### config.mk
export PLATFORM = sky130hd
export DESIGN_NAME = pause_rx_timer
export DESIGN_NICKNAME = d
export VERILOG_FILES = /design/src/rtl/pause_rx_pkg.sv /design/src/rtl/pause_frame_parser.sv /design/src/rtl/pause_hold_timer.sv /design/src/rtl/sat_event_counter.sv /design/src/rtl/pause_rx_timer.sv
export SDC_FILE = /design/constraint.sdc
export NUM_CORES = 1
export LEC_CHECK = 0
export ABC_AREA = 1
export BUFFER_PORTS_ARGS = -buffer_cell sky130_fd_sc_hd__buf_2
export CAP_MARGIN = 20
export CORE_MARGIN = 5
export CORE_UTILIZATION = 56
export DETAILED_ROUTE_END_ITERATION = 7
export GPL_ROUTABILITY_DRIVEN = 0
export GPL_TIMING_DRIVEN = 0
export PLACE_DENSITY = 0.79
export SLEW_MARGIN = 15
export SYNTH_ARGS = -nofsm -noshare
export SYNTH_HDL_FRONTEND = slang
export SYNTH_SLANG_ARGS = --single-unit
### constraint.sdc
create_clock -name clk -period 2.6 [get_ports clk]
set_input_delay 0.26 -clock clk [delete_from_list [all_inputs] [get_ports clk]]
set_output_delay 0.26 -clock clk [all_outputs]
set_load 0.01 [all_outputs]
### src/rtl/pause_rx_pkg.sv
package pause_rx_pkg;

    localparam int QUANT_W   = 16;
    localparam int IDX_W     = 5;
    localparam int DA_BYTES  = 6;
    localparam int CTL_FIRST = 12;
    localparam int CTL_LAST  = 15;
    localparam int Q_HI_POS  = 16;
    localparam int Q_LO_POS  = 17;
    localparam int IDX_CAP   = 18;

    typedef enum logic [1:0] {
        PS_IDLE,
        PS_HEAD,
        PS_TAIL,
        PS_DROP
    } parse_state_e;

    typedef enum logic [1:0] {
        TS_IDLE,
        TS_DRAIN,
        TS_COUNT
    } timer_state_e;

    // Reserved flow-control group address, wire order.
    function automatic logic [7:0] group_da_byte(input logic [IDX_W-1:0] i);
        case (i)
            5'd0:    return 8'h01;
            5'd1:    return 8'h80;
            5'd2:    return 8'hC2;
            5'd5:    return 8'h01;
            default: return 8'h00;
        endcase
    endfunction

    // Type 0x8808 followed by opcode 0x0001.
    function automatic logic [7:0] ctl_byte(input logic [IDX_W-1:0] i);
        case (i)
            5'd12:   return 8'h88;
            5'd13:   return 8'h08;
            5'd15:   return 8'h01;
            default: return 8'h00;
        endcase
    endfunction

    function automatic logic [7:0] addr_byte(input logic [47:0] a, input logic [IDX_W-1:0] i);
        case (i)
            5'd0:    return a[47:40];
            5'd1:    return a[39:32];
            5'd2:    return a[31:24];
            5'd3:    return a[23:16];
            5'd4:    return a[15:8];
            default: return a[7:0];
        endcase
    endfunction

endpackage

### src/rtl/pause_frame_parser.sv
module pause_frame_parser
    import pause_rx_pkg::*;
(
    input  logic               clk,
    input  logic               rst_n,
    input  logic               rx_valid,
    input  logic               rx_sof,
    input  logic               rx_eof,
    input  logic               rx_err,
    input  logic [7:0]         rx_data,
    input  logic [47:0]        station_addr,
    input  logic               cfg_pfc_on,
    output logic               evt_valid,
    output logic [QUANT_W-1:0] evt_quant
);

    parse_state_e       state_q, state_d;
    logic [IDX_W-1:0]   idx_q;
    logic               sta_ok_q, grp_ok_q, ctl_ok_q;
    logic [QUANT_W-1:0] quant_q;

    logic               in_frame, take_beat;
    logic [IDX_W-1:0]   cur_idx, idx_n;
    logic               sta_ok_n, grp_ok_n, ctl_ok_n;
    logic [QUANT_W-1:0] quant_n;
    logic               accept;

    always_comb begin
        in_frame  = (state_q == PS_HEAD) || (state_q == PS_TAIL);
        take_beat = rx_valid && (rx_sof || in_frame);
        cur_idx   = rx_sof ? '0 : idx_q;
        idx_n     = (cur_idx >= IDX_W'(IDX_CAP)) ? IDX_W'(IDX_CAP) : cur_idx + 1'b1;

        sta_ok_n = rx_sof ? 1'b1 : sta_ok_q;
        grp_ok_n = rx_sof ? 1'b1 : grp_ok_q;
        ctl_ok_n = rx_sof ? 1'b1 : ctl_ok_q;
        quant_n  = quant_q;

        if (cur_idx < IDX_W'(DA_BYTES)) begin
            sta_ok_n = sta_ok_n && (rx_data == addr_byte(station_addr, cur_idx));
            grp_ok_n = grp_ok_n && (rx_data == group_da_byte(cur_idx));
        end
        if (cur_idx >= IDX_W'(CTL_FIRST) && cur_idx <= IDX_W'(CTL_LAST)) begin
            ctl_ok_n = ctl_ok_n && (rx_data == ctl_byte(cur_idx));
        end
        if (cur_idx == IDX_W'(Q_HI_POS)) quant_n[15:8] = rx_data;
        if (cur_idx == IDX_W'(Q_LO_POS)) quant_n[7:0]  = rx_data;

        accept = take_beat && rx_eof && !rx_err && !cfg_pfc_on
                 && (cur_idx >= IDX_W'(Q_LO_POS))
                 && (sta_ok_n || grp_ok_n) && ctl_ok_n;
    end

    // Next-state logic
    always_comb begin
        state_d = state_q;
        if (rx_valid) begin
            if (take_beat) begin
                if (rx_err)
                    state_d = rx_eof ? PS_IDLE : PS_DROP;
                else if (rx_eof)
                    state_d = PS_IDLE;
                else if (cur_idx >= IDX_W'(Q_LO_POS))
                    state_d = PS_TAIL;
                else
                    state_d = PS_HEAD;
            end else begin
                unique case (state_q)
                    PS_DROP: state_d = rx_eof ? PS_IDLE : PS_DROP;
                    PS_IDLE: state_d = PS_IDLE;
                    default: state_d = state_q;
                endcase
            end
        end
    end

    // State register
    always_ff @(posedge clk or negedge rst_n) begin
        if (!rst_n) state_q <= PS_IDLE;
        else        state_q <= state_d;
    end

    // Datapath and outputs
    always_ff @(posedge clk or negedge rst_n) begin
        if (!rst_n) begin
            idx_q     <= '0;
            sta_ok_q  <= 1'b0;
            grp_ok_q  <= 1'b0;
            ctl_ok_q  <= 1'b0;
            quant_q   <= '0;
            evt_valid <= 1'b0;
            evt_quant <= '0;
        end else begin
            evt_valid <= accept;
            if (accept) evt_quant <= quant_n;
            if (take_beat) begin
                idx_q    <= idx_n;
                sta_ok_q <= sta_ok_n;
                grp_ok_q <= grp_ok_n;
                ctl_ok_q <= ctl_ok_n;
                quant_q  <= quant_n;
            end
        end
    end

endmodule

### src/rtl/pause_hold_timer.sv
module pause_hold_timer
    import pause_rx_pkg::*;
(
    input  logic               clk,
    input  logic               rst_n,
    input  logic               load_evt,
    input  logic [QUANT_W-1:0] load_quant,
    input  logic               cfg_full_duplex,
    input  logic               cfg_test_step,
    input  logic               tx_busy,
    input  logic               slot_tick,
    output logic               hold,
    output logic               expire_pulse
);

    timer_state_e       state_q, state_d;
    logic [QUANT_W-1:0] cnt_q;
    logic               step, fd_load, zero_q, last_step;

    always_comb begin
        step      = cfg_test_step || slot_tick;
        fd_load   = load_evt && cfg_full_duplex;
        zero_q    = (load_quant == '0);
        last_step = (state_q == TS_COUNT) && step && (cnt_q == QUANT_W'(1));
    end

    // Next-state logic
    always_comb begin
        state_d = state_q;
        if (fd_load) begin
            state_d = zero_q ? TS_IDLE : TS_DRAIN;
        end else begin
            unique case (state_q)
                TS_IDLE:  state_d = TS_IDLE;
                TS_DRAIN: state_d = tx_busy ? TS_DRAIN : TS_COUNT;
                TS_COUNT: state_d = last_step ? TS_IDLE : TS_COUNT;
                default:  state_d = TS_IDLE;
            endcase
        end
    end

    // State register
    always_ff @(posedge clk or negedge rst_n) begin
        if (!rst_n) state_q <= TS_IDLE;
        else        state_q <= state_d;
    end

    // Count and outputs
    always_ff @(posedge clk or negedge rst_n) begin
        if (!rst_n) begin
            cnt_q        <= '0;
            expire_pulse <= 1'b0;
        end else begin
            expire_pulse <= (load_evt && zero_q) || (last_step && !fd_load);
            if (fd_load)
                cnt_q <= load_quant;
            else if ((state_q == TS_COUNT) && step)
                cnt_q <= cnt_q - 1'b1;
        end
    end

    assign hold = (state_q != TS_IDLE);

endmodule

### src/rtl/sat_event_counter.sv
module sat_event_counter #(
    parameter int W = 16
) (
    input  logic         clk,
    input  logic         rst_n,
    input  logic         inc,
    output logic [W-1:0] value
);

    localparam logic [W-1:0] TOP = '1;

    always_ff @(posedge clk or negedge rst_n) begin
        if (!rst_n)                  value <= '0;
        else if (inc && value != TOP) value <= value + 1'b1;
    end

endmodule

### src/rtl/pause_rx_timer.sv
module pause_rx_timer
    import pause_rx_pkg::*;
#(
    parameter int CNT_W = 16
) (
    input  logic             clk,
    input  logic             rst_n,
    input  logic             rx_valid,
    input  logic             rx_sof,
    input  logic             rx_eof,
    input  logic             rx_err,
    input  logic [7:0]       rx_data,
    input  logic [47:0]      station_addr,
    input  logic             cfg_full_duplex,
    input  logic             cfg_pfc_on,
    input  logic             cfg_test_step,
    input  logic             irq_expired_en,
    input  logic             tx_busy,
    input  logic             slot_tick,
    output logic             tx_hold,
    output logic             irq_pause_rx,
    output logic             irq_pause_expired,
    output logic [CNT_W-1:0] pause_rx_count
);

    logic               evt_valid;
    logic [QUANT_W-1:0] evt_quant;
    logic               expire_raw;

    pause_frame_parser u_parser (
        .clk          (clk),
        .rst_n        (rst_n),
        .rx_valid     (rx_valid),
        .rx_sof       (rx_sof),
        .rx_eof       (rx_eof),
        .rx_err       (rx_err),
        .rx_data      (rx_data),
        .station_addr (station_addr),
        .cfg_pfc_on   (cfg_pfc_on),
        .evt_valid    (evt_valid),
        .evt_quant    (evt_quant)
    );

    pause_hold_timer u_timer (
        .clk             (clk),
        .rst_n           (rst_n),
        .load_evt        (evt_valid),
        .load_quant      (evt_quant),
        .cfg_full_duplex (cfg_full_duplex),
        .cfg_test_step   (cfg_test_step),
        .tx_busy         (tx_busy),
        .slot_tick       (slot_tick),
        .hold            (tx_hold),
        .expire_pulse    (expire_raw)
    );

    sat_event_counter #(.W(CNT_W)) u_count (
        .clk   (clk),
        .rst_n (rst_n),
        .inc   (evt_valid),
        .value (pause_rx_count)
    );

    assign irq_pause_rx      = evt_valid;
    assign irq_pause_expired = expire_raw && irq_expired_en;

endmodule

==> results of run 1 <==
==> worst reg2reg max path: cells and delay by family, from the launching register on <==
family,cells,cell delay (ns)
and+or+nand+nor,11,1.31
DFF,1,0.38
buffers and inverters,3,0.32
AOI/OAI and AO/OA,2,0.24
adders and majority gates,1,0.17
==> through the flow <==
stage               area (sq um)  setup TNS [ns]  utilization  worst slack [ns]
global placement            5230           -4.63        0.640            -0.332
CTS                         5560               0        0.681            0.0115
floorplan                   4670               0            -             0.248
global route                5690           -1.51        0.696            -0.107
detailed placement          5260           -7.08        0.643            -0.494
finish                      5690               0        0.696            0.0627
==> layout make-up <==
cell class,instances,share of cell area
clock inverter,5,0.0103
multi-input combinational,475,0.440
tap,105,0.0231
timing repair buffer,102,0.101
clock buffer,11,0.0249
inverter,68,0.0449
sequential,78,0.344
buffer,12,0.0119
==> path summary, 6_finish.rpt <==
check	from	to	slack, ns	depth (start not counted)
max in group asynchronous	rst_n	u_parser.evt_quant[5]	1.64	3
worst min register to register	u_parser.evt_quant[13]	u_parser.evt_quant[13]	0.48	2
worst min-delay path	tx_busy	u_timer.state_q[0]	0.18	3
worst max-delay path	u_parser.idx_q[1]	u_parser.evt_quant[12]	0.06	17
min in group asynchronous	rst_n	u_count.value[9]	0.39	2
worst max register to register	u_parser.idx_q[1]	u_parser.evt_quant[12]	0.06	17
==> cell usage after synthesis, types with 3 or more instances <==
library cell	count	area [sq um]
nand2_1	218	818
dfrtp_1	78	1950
inv_1	65	244
nand3_1	54	270
nor2_1	43	161
o21ai_0	37	185
xor2_1	16	140
nand4_1	12	75.1
a21oi_1	11	55.1
nor3_1	11	55.1
clkbuf_1	8	30.0
ha_1	8	100
o211ai_1	8	60.1
xnor2_1	8	70.1
nor2_4	6	67.6
nor4_1	6	37.5
nand2_2	5	31.3
a22oi_1	4	30.0
o21ai_1	4	20.0
nand2_4	3	33.8
o221ai_1	3	26.3
o311ai_0	3	26.3
==> power groups by stage <==
stage / sequential (mW) / clock, mW / combinational [mW]
finish: 1.51 / 0.923 / 1.20
global route: 1.53 / 0.986 / 1.36
CTS: 1.50 / 0.936 / 1.12
detailed placement: 1.52 / 0 / 1.08
global placement: 1.52 / 0 / 1.04
floorplan: 1.50 / 0 / 0.800
==> timing repair <==
item / 4_1_cts / 5_1_grt
gates resized for setup: 11 / 19
hold buffers: 1 / 0
buffers inserted: 8 / 6
endpoints found under the setup margin: 17 / 22
hold endpoints to repair: 30 / 0
cloned: 0 / 1
pin swaps: 9 / 10
==> flip-flops by register name, indices dropped and copies added, names as in the netlist, 2 cells and up <==
name,count
u_parser.state_q,2
u_timer.state_q,2
u_parser.idx_q,5
u_count.value,16
u_parser.quant_q,16
u_parser.evt_quant,16
u_timer.cnt_q,16
==> layer usage <==
layer	global-route usage	up-vias	wire length, um
li1	-	2290	-
met1	0.300	2129	5050
met2	0.426	204	6020
met3	0.0317	28	771
met4	0.109	0	325
met5	0	-	0
==> cell families (layout without fill, tap and decap cells) <==
family	after synthesis	in the layout	synth area share
and+or+nand+nor	364	364	0.345
buffers and inverters	80	198	0.0678
AOI/OAI and AO/OA	78	78	0.100
DFF	78	78	0.418
xor gates and xnor gates	24	24	0.0450
adders and majority gates	8	8	0.0214
muxes	1	1	0.00241
==> summary.txt, run 1 <==
status = finished, final reports clean
first-pass GRT wire length = 20.3 mm
Gate power share = 0.329
core area = 8180 sq um
clock root buffer = clkbuf_8
clock-pin slew on the worst setup and hold paths = 0.08 ns
Starting Density = 0.571
Detailed Route WL = 12.2 mm
crit path buf inv count = 3
hold crit path type = primary input to flop
final period utilization = 0.976
Top delay family on crit path = simple AND/OR/NAND/NOR gates
sequential cell area = 1950 sq um
Mapped Nets = 709
CP max-delay cell = dfrtp_1
Core Rows = 33
top_reg_cell synth = dfrtp_1
Non-Filler Instances = 856
Iteration-0 DRC Markers = 229
Post-synth EDFFs = 0
Slew HR = 0.608
Final setup viols = 0
crit path max fanout = 4
clk sinks = 78
DRT Pass-1 Iters = 5
Die Area = 10300 sq um
WL per Instance = 14.2 um
Crit Path Class = flop to flop
Pint = 2.29 mW
Tot GR Track Use = 0.244
Max-Cap Viols = 0
post-synth cell types = 39
area of the multi-input gates = 2500 sq um
total power = 3.63 mW
total I/O pin count = 87
via count = 4651
Cells after Synth = 633
Clock power frac = 0.254
worst path required time = 2.84 ns
Cells after DPL = 825
Leak = 2.98 nW
H-tree depth = 3
RSZ-0062 raised after global routing = yes
Area Overhead vs Synth = 21.9%
CTS Buf Count = 9
sequential share of power = 0.417
initial antenna violation count = 0
DP HPWL = 8.95 mm
CTS tree = yes
n_diodes = 0
clock buffer depth = 2
port bufs = 86
Seq cells post-synth = 78
Worst Max-Slew Pin Slew = 0.584 ns
vias in the first global route = 4607
fillcell total = 674
Final #Nets = 822
crit path cell chain = nand2_2, inv_2, nand2_4, nor2_4, inv_2, nor2_4, ha_4, nor2_2, nor4_2, nand4_1, o21ai_1, o22ai_2, nor3_4, nand2_4, buf_4, nand2_1, nand2_1
Tmin final = 2.54 ns
pwr dens = 639 nW/um^2
max incr delay on CP = 0.38 ns
pin count of the biggest net entering global routing = 49
startpoint types = flop
clock latency at the later pin of the worst-skew pair = 0.35 ns
post-synthesis sequential area ratio = 0.418
most common cell after layout, fill and taps aside = nand2_1
vias per inst = 5.43
hold slack = 0.180 ns
syn avg cell area = 7.37 sq um
commonest cells after routing, fill and taps aside = nand2_1 (214), buf_2 (85), dfrtp_1 (76)
Die X-Extent = 101 um
VDD IR-drop max = 0.000305 V
drt drc = 0
Hold Vio Cnt, Final = 0
GR Overflow Total = 0
Worst Setup End Kind = flop
Achievable Freq = 394 MHz
fraction of registers with async set/reset = 1.00
Synth Cell Area = 4670 sq um
Switching Fraction = 0.369
clock skew = 0.0107 ns
P_sw = 1.34 mW
Critical Path AT = 2.78 ns
share of cells above drive strength 1 = 0.216
DRT antenna net count = 0
yosys warns = 0
height of the die = 101 um
Max Slew Vio Count = 0
No activity file was read; power rests on OpenSTA's default activity.
==> inputs of run 2 (changes only) <==
- CORE_ASPECT_RATIO: default -> 1.75
- CORE_MARGIN: 5 -> 4
==> summary.txt, run 2 (same netlist as run 1, synthesis figures left out) <==
status = finished, final reports clean
Crit Path Class = flop to flop
clock-pin slew on the worst setup and hold paths = 0.06 ns (-0.02 ns)
first-pass GRT wire length = 20.7 mm (+1.6%)
DRT antenna net count = 0 (unchanged)
Reg-to-Reg Start = u_parser.idx_q[1]
clock skew = 0.00485 ns (-0.00590 ns)
clk sinks = 78 (unchanged)
Hold Vio Cnt, Final = 0 (unchanged)
VDD IR-drop max = 0.000390 V (+28%)
final period utilization = 0.973 (-0.00241)
hold crit path type = primary input to flop
Final #Nets = 828 (+0.73%)
Slew HR = 0.564 (-0.0442)
worst setup path start = u_parser.idx_q[1]
share of cells above drive strength 1 = 0.248 (+0.0326)
commonest cells after routing, fill and taps aside = nand2_1 (198), buf_2 (85), dfrtp_1 (75)
clock latency at the later pin of the worst-skew pair = 0.34 ns (about the same)
vias per inst = 5.54 (+2.0%)
pwr dens = 665 nW/um^2 (+4.2%)
Max-Cap Viols = 0 (unchanged)
vias in the first global route = 4765 (+3.4%)
cell area after layout = 5870 sq um (+3.3%)
Core Rows = 43 (+30%)
Detailed Route WL = 12.5 mm (+3.0%)
via count = 4696 (+0.97%)
port bufs = 86 (unchanged)
clock root buffer = clkbuf_16
worst setup path end = u_parser.evt_quant[13]
Worst Setup End Kind = flop
Die Area = 9920 sq um (-3.3%)
Cell Area, Placed = 5230 sq um (-0.50%)
RSZ-0062 raised after global routing = yes
crit path cell chain = nand2_2, inv_2, nand2_4, nor2_4, inv_2, nor2_4, ha_4, nor2_4, nor4_4, nand4_1, o21ai_1, o22ai_2, nor3_4, nand2_4, buf_12, nand2_4, nand2_2
Die X-Extent = 77.0 um (-24%)
reg2reg path depth = 17 (unchanged)
max incr delay on CP = 0.37 ns (about the same)
CP max-delay cell = dfrtp_1
core area = 8020 sq um (-1.9%)
n_diodes = 0 (unchanged)
crit path max fanout = 6 (+2)
Iteration-0 DRC Markers = 217 (-5.2%)
height of the die = 129 um (+27%)
clock buffer depth = 2 (unchanged)
total I/O pin count = 87 (unchanged)
Tmin final = 2.53 ns (-0.00627 ns)
most common cell after layout, fill and taps aside = nand2_1
Leak = 3.05 nW (+2.4%)
pin count of the biggest net entering global routing = 44 (-10%)
Worst Max-Slew Pin Slew = 0.649 ns (+0.0651 ns)
fillcell total = 598 (-11%)
GR Overflow Total = 0 (unchanged)
DP HPWL = 9.07 mm (+1.4%)
flop2flop setup slack = 0.07 ns (about the same)
Area Overhead vs Synth = 25.8%
DRT Pass-1 Iters = 7 (+2)
fin util = 0.733 (+0.0369)
H-tree depth = 3 (unchanged)
Final setup viols = 0 (unchanged)
Starting Density = 0.582 (+0.0113)
WL per Instance = 14.8 um (+4.1%)
worst path required time = 2.83 ns (about the same)
RR Endpoint = u_parser.evt_quant[13]
CTS tree = yes
Critical Path AT = 2.76 ns (-0.02 ns)
initial antenna violation count = 0 (unchanged)
Tot GR Track Use = 0.258 (+0.0149)
Max Slew Vio Count = 0 (unchanged)
Achievable Freq = 395 MHz (+0.25%)
drt drc = 0 (unchanged)
CTS Buf Count = 9 (unchanged)
startpoint types = flop
## run 2: cell types whose count changed in the layout (fill, tap and decap cells not counted), sizes merged
cell,delta
buf,+5
bufinv,-1
clkbuf,+1
clkinv,+1
clkinvlp,-1
nor2,+1
## run 2: layout make-up
class,instances,area (sq um),share of cell area
buffer,12,63.8,0.0109
tap,90,113,0.0192
multi-input combinational,476,2590,0.441
clock buffer,12,246,0.0420
inverter,68,255,0.0435
sequential,78,1960,0.333
timing repair buffer,107,626,0.107
clock inverter,4,22.5,0.00383
## run 2: worst min path at each step
stage	startpoint	end	slack [ns]	cells past startpoint
after floorplan	rst_n	u_count.value[0]	-0.04	0
after global placement	u_parser.evt_quant[12]	u_parser.evt_quant[12]	0.46	2
after detailed placement	rst_n	u_count.value[11]	0.24	1
after CTS	tx_busy	u_timer.state_q[0]	0.17	3
after global routing	tx_busy	u_timer.state_q[0]	0.20	3
final	tx_busy	u_timer.state_q[0]	0.18	3
## run 2: routing by layer
layer  share of wire  GRT usage  vias to the layer above  routed length, um
li1                -          -                     2311                  -
met1            0.36      0.260                     2133               4470
met2            0.54      0.490                      201               6770
met3           0.052     0.0378                       51                649
met4           0.051      0.168                        0                638
met5               0          0                        -                  0
## run 2: per-stage QoR
| stage | hold slack (ns) | worst slack [ns] | total power, mW | instances | setup TNS, ns |
|---|---|---|---|---|---|
| 2_1_floorplan | -0.0356 | 0.248 | 2.30 | 633 | 0 |
| 3_3_place_gp | 0.457 | -0.346 | 2.56 | 809 | -4.86 |
| 3_5_place_dp | 0.241 | -0.453 | 2.61 | 810 | -6.52 |
| 4_1_cts | 0.169 | -0.0958 | 3.79 | 841 | -1.32 |
| 5_1_grt | 0.199 | -0.0694 | 4.15 | 847 | -0.936 |
| 6_report | 0.178 | 0.0689 | 3.91 | 847 | 0 |
## run 2: what timing repair did
item	in CTS	in global routing
endpoints found under the hold margin	35	0
endpoints found under the setup margin	17	21
cloned	1	1
setup buffers	13	6
hold buffers	1	0
gates resized for setup	23	36
pin swaps	10	11
## run 2: critical path, delay by kind of cell (launching register included)
family          cells  cell delay, ns
buf+inv             3            0.29
fa+ha+maj           1            0.18
simple gates       11            1.30
flops               1            0.37
compound gates      2            0.26
## run 2: where the power goes
group          switching, mW  internal, mW
Clock                  0.473         0.667
Sequential             0.131          1.40
Combinational          0.789         0.450
==> inputs of run 3 (changes only) <==
- CORE_UTILIZATION: 56 -> 40
- PLACE_DENSITY: 0.79 -> 0.6
==> summary.txt, run 3 (same netlist as run 1, synthesis figures left out) <==
Tmin final = 2.56 ns (+0.0256 ns)
commonest cells after routing, fill and taps aside = nand2_1 (202), buf_2 (85), dfrtp_1 (78)
Iteration-0 DRC Markers = 153 (-29%)
initial antenna violation count = 0 (unchanged)
Final #Nets = 830 (+0.24%)
cell area after layout = 5920 sq um (+0.77%)
vias per inst = 5.17 (-6.8%)
hold crit path type = primary input to flop
Placement Setup Slack = -0.432 ns (+0.0209 ns)
DRT Pass-1 Iters = 5 (-2)
clock skew = 0.0105 ns (+0.00568 ns)
Core Rows = 52 (+21%)
fin util = 0.514 (-0.219)
CTS Buf Count = 9 (unchanged)
crit path max fanout = 6 (unchanged)
Crit Path Class = flop to flop
share of cells above drive strength 1 = 0.242 (-0.00592)
Tot GR Track Use = 0.213 (-0.0457)
sequential cell area = 1950 sq um (-0.19%)
first-pass GRT wire length = 22.2 mm (+7.5%)
Final setup viols = 0 (unchanged)
H-tree depth = 3 (unchanged)
flop2flop setup slack = 0.04 ns (-0.03 ns)
max incr delay on CP = 0.39 ns (+0.02 ns)
startpoint types = flop
Worst Max-Slew Pin Slew = 0.655 ns (+0.00548 ns)
Max Slew Vio Count = 0 (unchanged)
Cell Area, Placed = 5300 sq um (+1.2%)
Achievable Freq = 391 MHz (-1.0%)
DP HPWL = 10.6 mm (+17%)
drt drc = 0 (unchanged)
Worst Setup End Kind = flop
most common cell after layout, fill and taps aside = nand2_1
P_sw = 1.41 mW (+1.0%)
Final WS setup = 0.0434 ns (-0.0256 ns)
Critical Path AT = 2.77 ns (about the same)
Starting Density = 0.405 (-0.177)
Slew HR = 0.561 (-0.00313)
VDD IR-drop max = 0.000301 V (-23%)
worst path required time = 2.81 ns (-0.02 ns)
area of the multi-input gates = 2520 sq um (-2.8%)
worst min-delay path startpoint = tx_busy
Top delay family on crit path = simple AND/OR/NAND/NOR gates
DRT antenna net count = 0 (unchanged)
WL per Instance = 15.0 um (+1.4%)
status = finished, final reports clean
CTS tree = yes
total I/O pin count = 87 (unchanged)
Gate power share = 0.308 (-0.009)
Switching Fraction = 0.361 (+0.00439)
sequential share of power = 0.388 (-0.003)
Die X-Extent = 89.7 um (+16%)
core area = 11500 sq um (+44%)
clk sinks = 78 (unchanged)
clock buffer depth = 2 (unchanged)
Max-Cap Viols = 0 (unchanged)
Clock power frac = 0.304 (+0.012)
pwr dens = 659 nW/um^2 (-0.96%)
height of the die = 151 um (+17%)
clock-pin slew on the worst setup and hold paths = 0.06 ns (about the same)
RR Endpoint = u_parser.evt_quant[11]
hold path cells = 3 (unchanged)
Die Area = 13500 sq um (+36%)
crit path cell chain = nand2_2, inv_2, nand2_4, nor2_4, inv_2, nor2_2, ha_2, nor2_2, nor4_2, nand4_1, o21ai_1, o22ai_2, nor3_4, nand2_4, buf_6, nand2_2, nand2_1
Detailed Route WL = 13.4 mm (+7.0%)
Area Overhead vs Synth = 26.8%
GR Overflow Total = 0 (unchanged)
vias in the first global route = 4717 (-1.0%)
fillcell total = 1097 (+83%)
n_diodes = 0 (unchanged)
pin count of the biggest net entering global routing = 48 (+9.1%)
final period utilization = 0.983 (+0.00984)
via count = 4621 (-1.6%)
Leak = 3.07 nW (+0.57%)
Hold Vio Cnt, Final = 0 (unchanged)
Reg-to-Reg Start = u_parser.idx_q[1]
hold path endpoint = u_timer.state_q[0]
CP max-delay cell = dfrtp_1
clock root buffer = clkbuf_16
clock latency at the later pin of the worst-skew pair = 0.33 ns (about the same)
port bufs = 86 (unchanged)
reg2reg path depth = 17 (unchanged)
Pint = 2.49 mW (-0.88%)
crit path buf inv count = 3 (unchanged)
RSZ-0062 raised after global routing = yes
## run 3: power groups by stage
stage / Sequential, mW / Combinational, mW / Clock [mW]
floorplan: 1.50 / 0.800 / 0
global placement: 1.52 / 1.08 / 0
detailed placement: 1.53 / 1.11 / 0
CTS: 1.51 / 1.15 / 1.22
global route: 1.54 / 1.36 / 1.28
finish: 1.51 / 1.20 / 1.18
## run 3: per-layer routing
| metal | wire length (um) | track usage | vias to the layer above | share of wire |
|---|---|---|---|---|
| met5 | 0 | 0 | - | 0 |
| met4 | 540 | 0.109 | 0 | 0.040 |
| met3 | 448 | 0.0354 | 28 | 0.033 |
| met2 | 7510 | 0.397 | 123 | 0.56 |
| met1 | 4920 | 0.218 | 2163 | 0.37 |
| li1 | - | - | 2307 | - |
## run 3: stage by stage
step	cells	hold WS [ns]	total power, mW	TNS (ns)
floorplan	633	-0.0356	2.30	0
global placement	854	0.457	2.60	-5.49
detailed placement	855	0.246	2.63	-5.65
CTS	892	0.168	3.88	-1.41
global route	894	0.180	4.17	-1.45
finish	894	0.181	3.90	0
## run 3: cell type report
type | count | share of cell area
multi-input cells | 475 | 0.425
flip-flops and latches | 78 | 0.330
repair buffers | 110 | 0.114
inverters | 68 | 0.0431
clock buffers | 9 | 0.0381
well taps | 135 | 0.0285
plain buffers | 12 | 0.0114
clock inverters | 7 | 0.00951
## run 3: what timing repair did
action,in CTS,in global routing
endpoints found under the hold margin,31,0
buffers inserted,19,4
gates resized for setup,10,34
gates cloned,1,0
pin swaps,11,12
hold buffers,1,0
endpoints found under the setup margin,18,23
## run 3: worst register-to-register path: stages (launching register included)
cell and delay (ns):
dfrtp_1 0.39, nand2_2 0.07, inv_2 0.08, nand2_4 0.06
nor2_4 0.08, inv_2 0.05, nor2_2 0.10, ha_2 0.23
nor2_2 0.05, nor4_2 0.26, nand4_1 0.16, o21ai_1 0.12
o22ai_2 0.11, nor3_4 0.29, nand2_4 0.14, buf_6 0.16
nand2_2 0.05, nand2_1 0.05
## run 3: worst max-delay path by stage
stage / start / end / slack (ns) / cells after the start
3_5_place_dp: rx_sof / u_parser.evt_quant[2] / -0.43 / 18
4_1_cts: u_parser.idx_q[1] / u_parser.evt_quant[9] / -0.11 / 17
5_1_grt: u_parser.idx_q[1] / u_parser.evt_quant[11] / -0.12 / 17
3_3_place_gp: rx_sof / u_parser.evt_quant[2] / -0.43 / 18
2_1_floorplan: rx_sof / u_parser.evt_quant[11] / 0.25 / 18
6_report: u_parser.idx_q[1] / u_parser.evt_quant[11] / 0.04 / 17
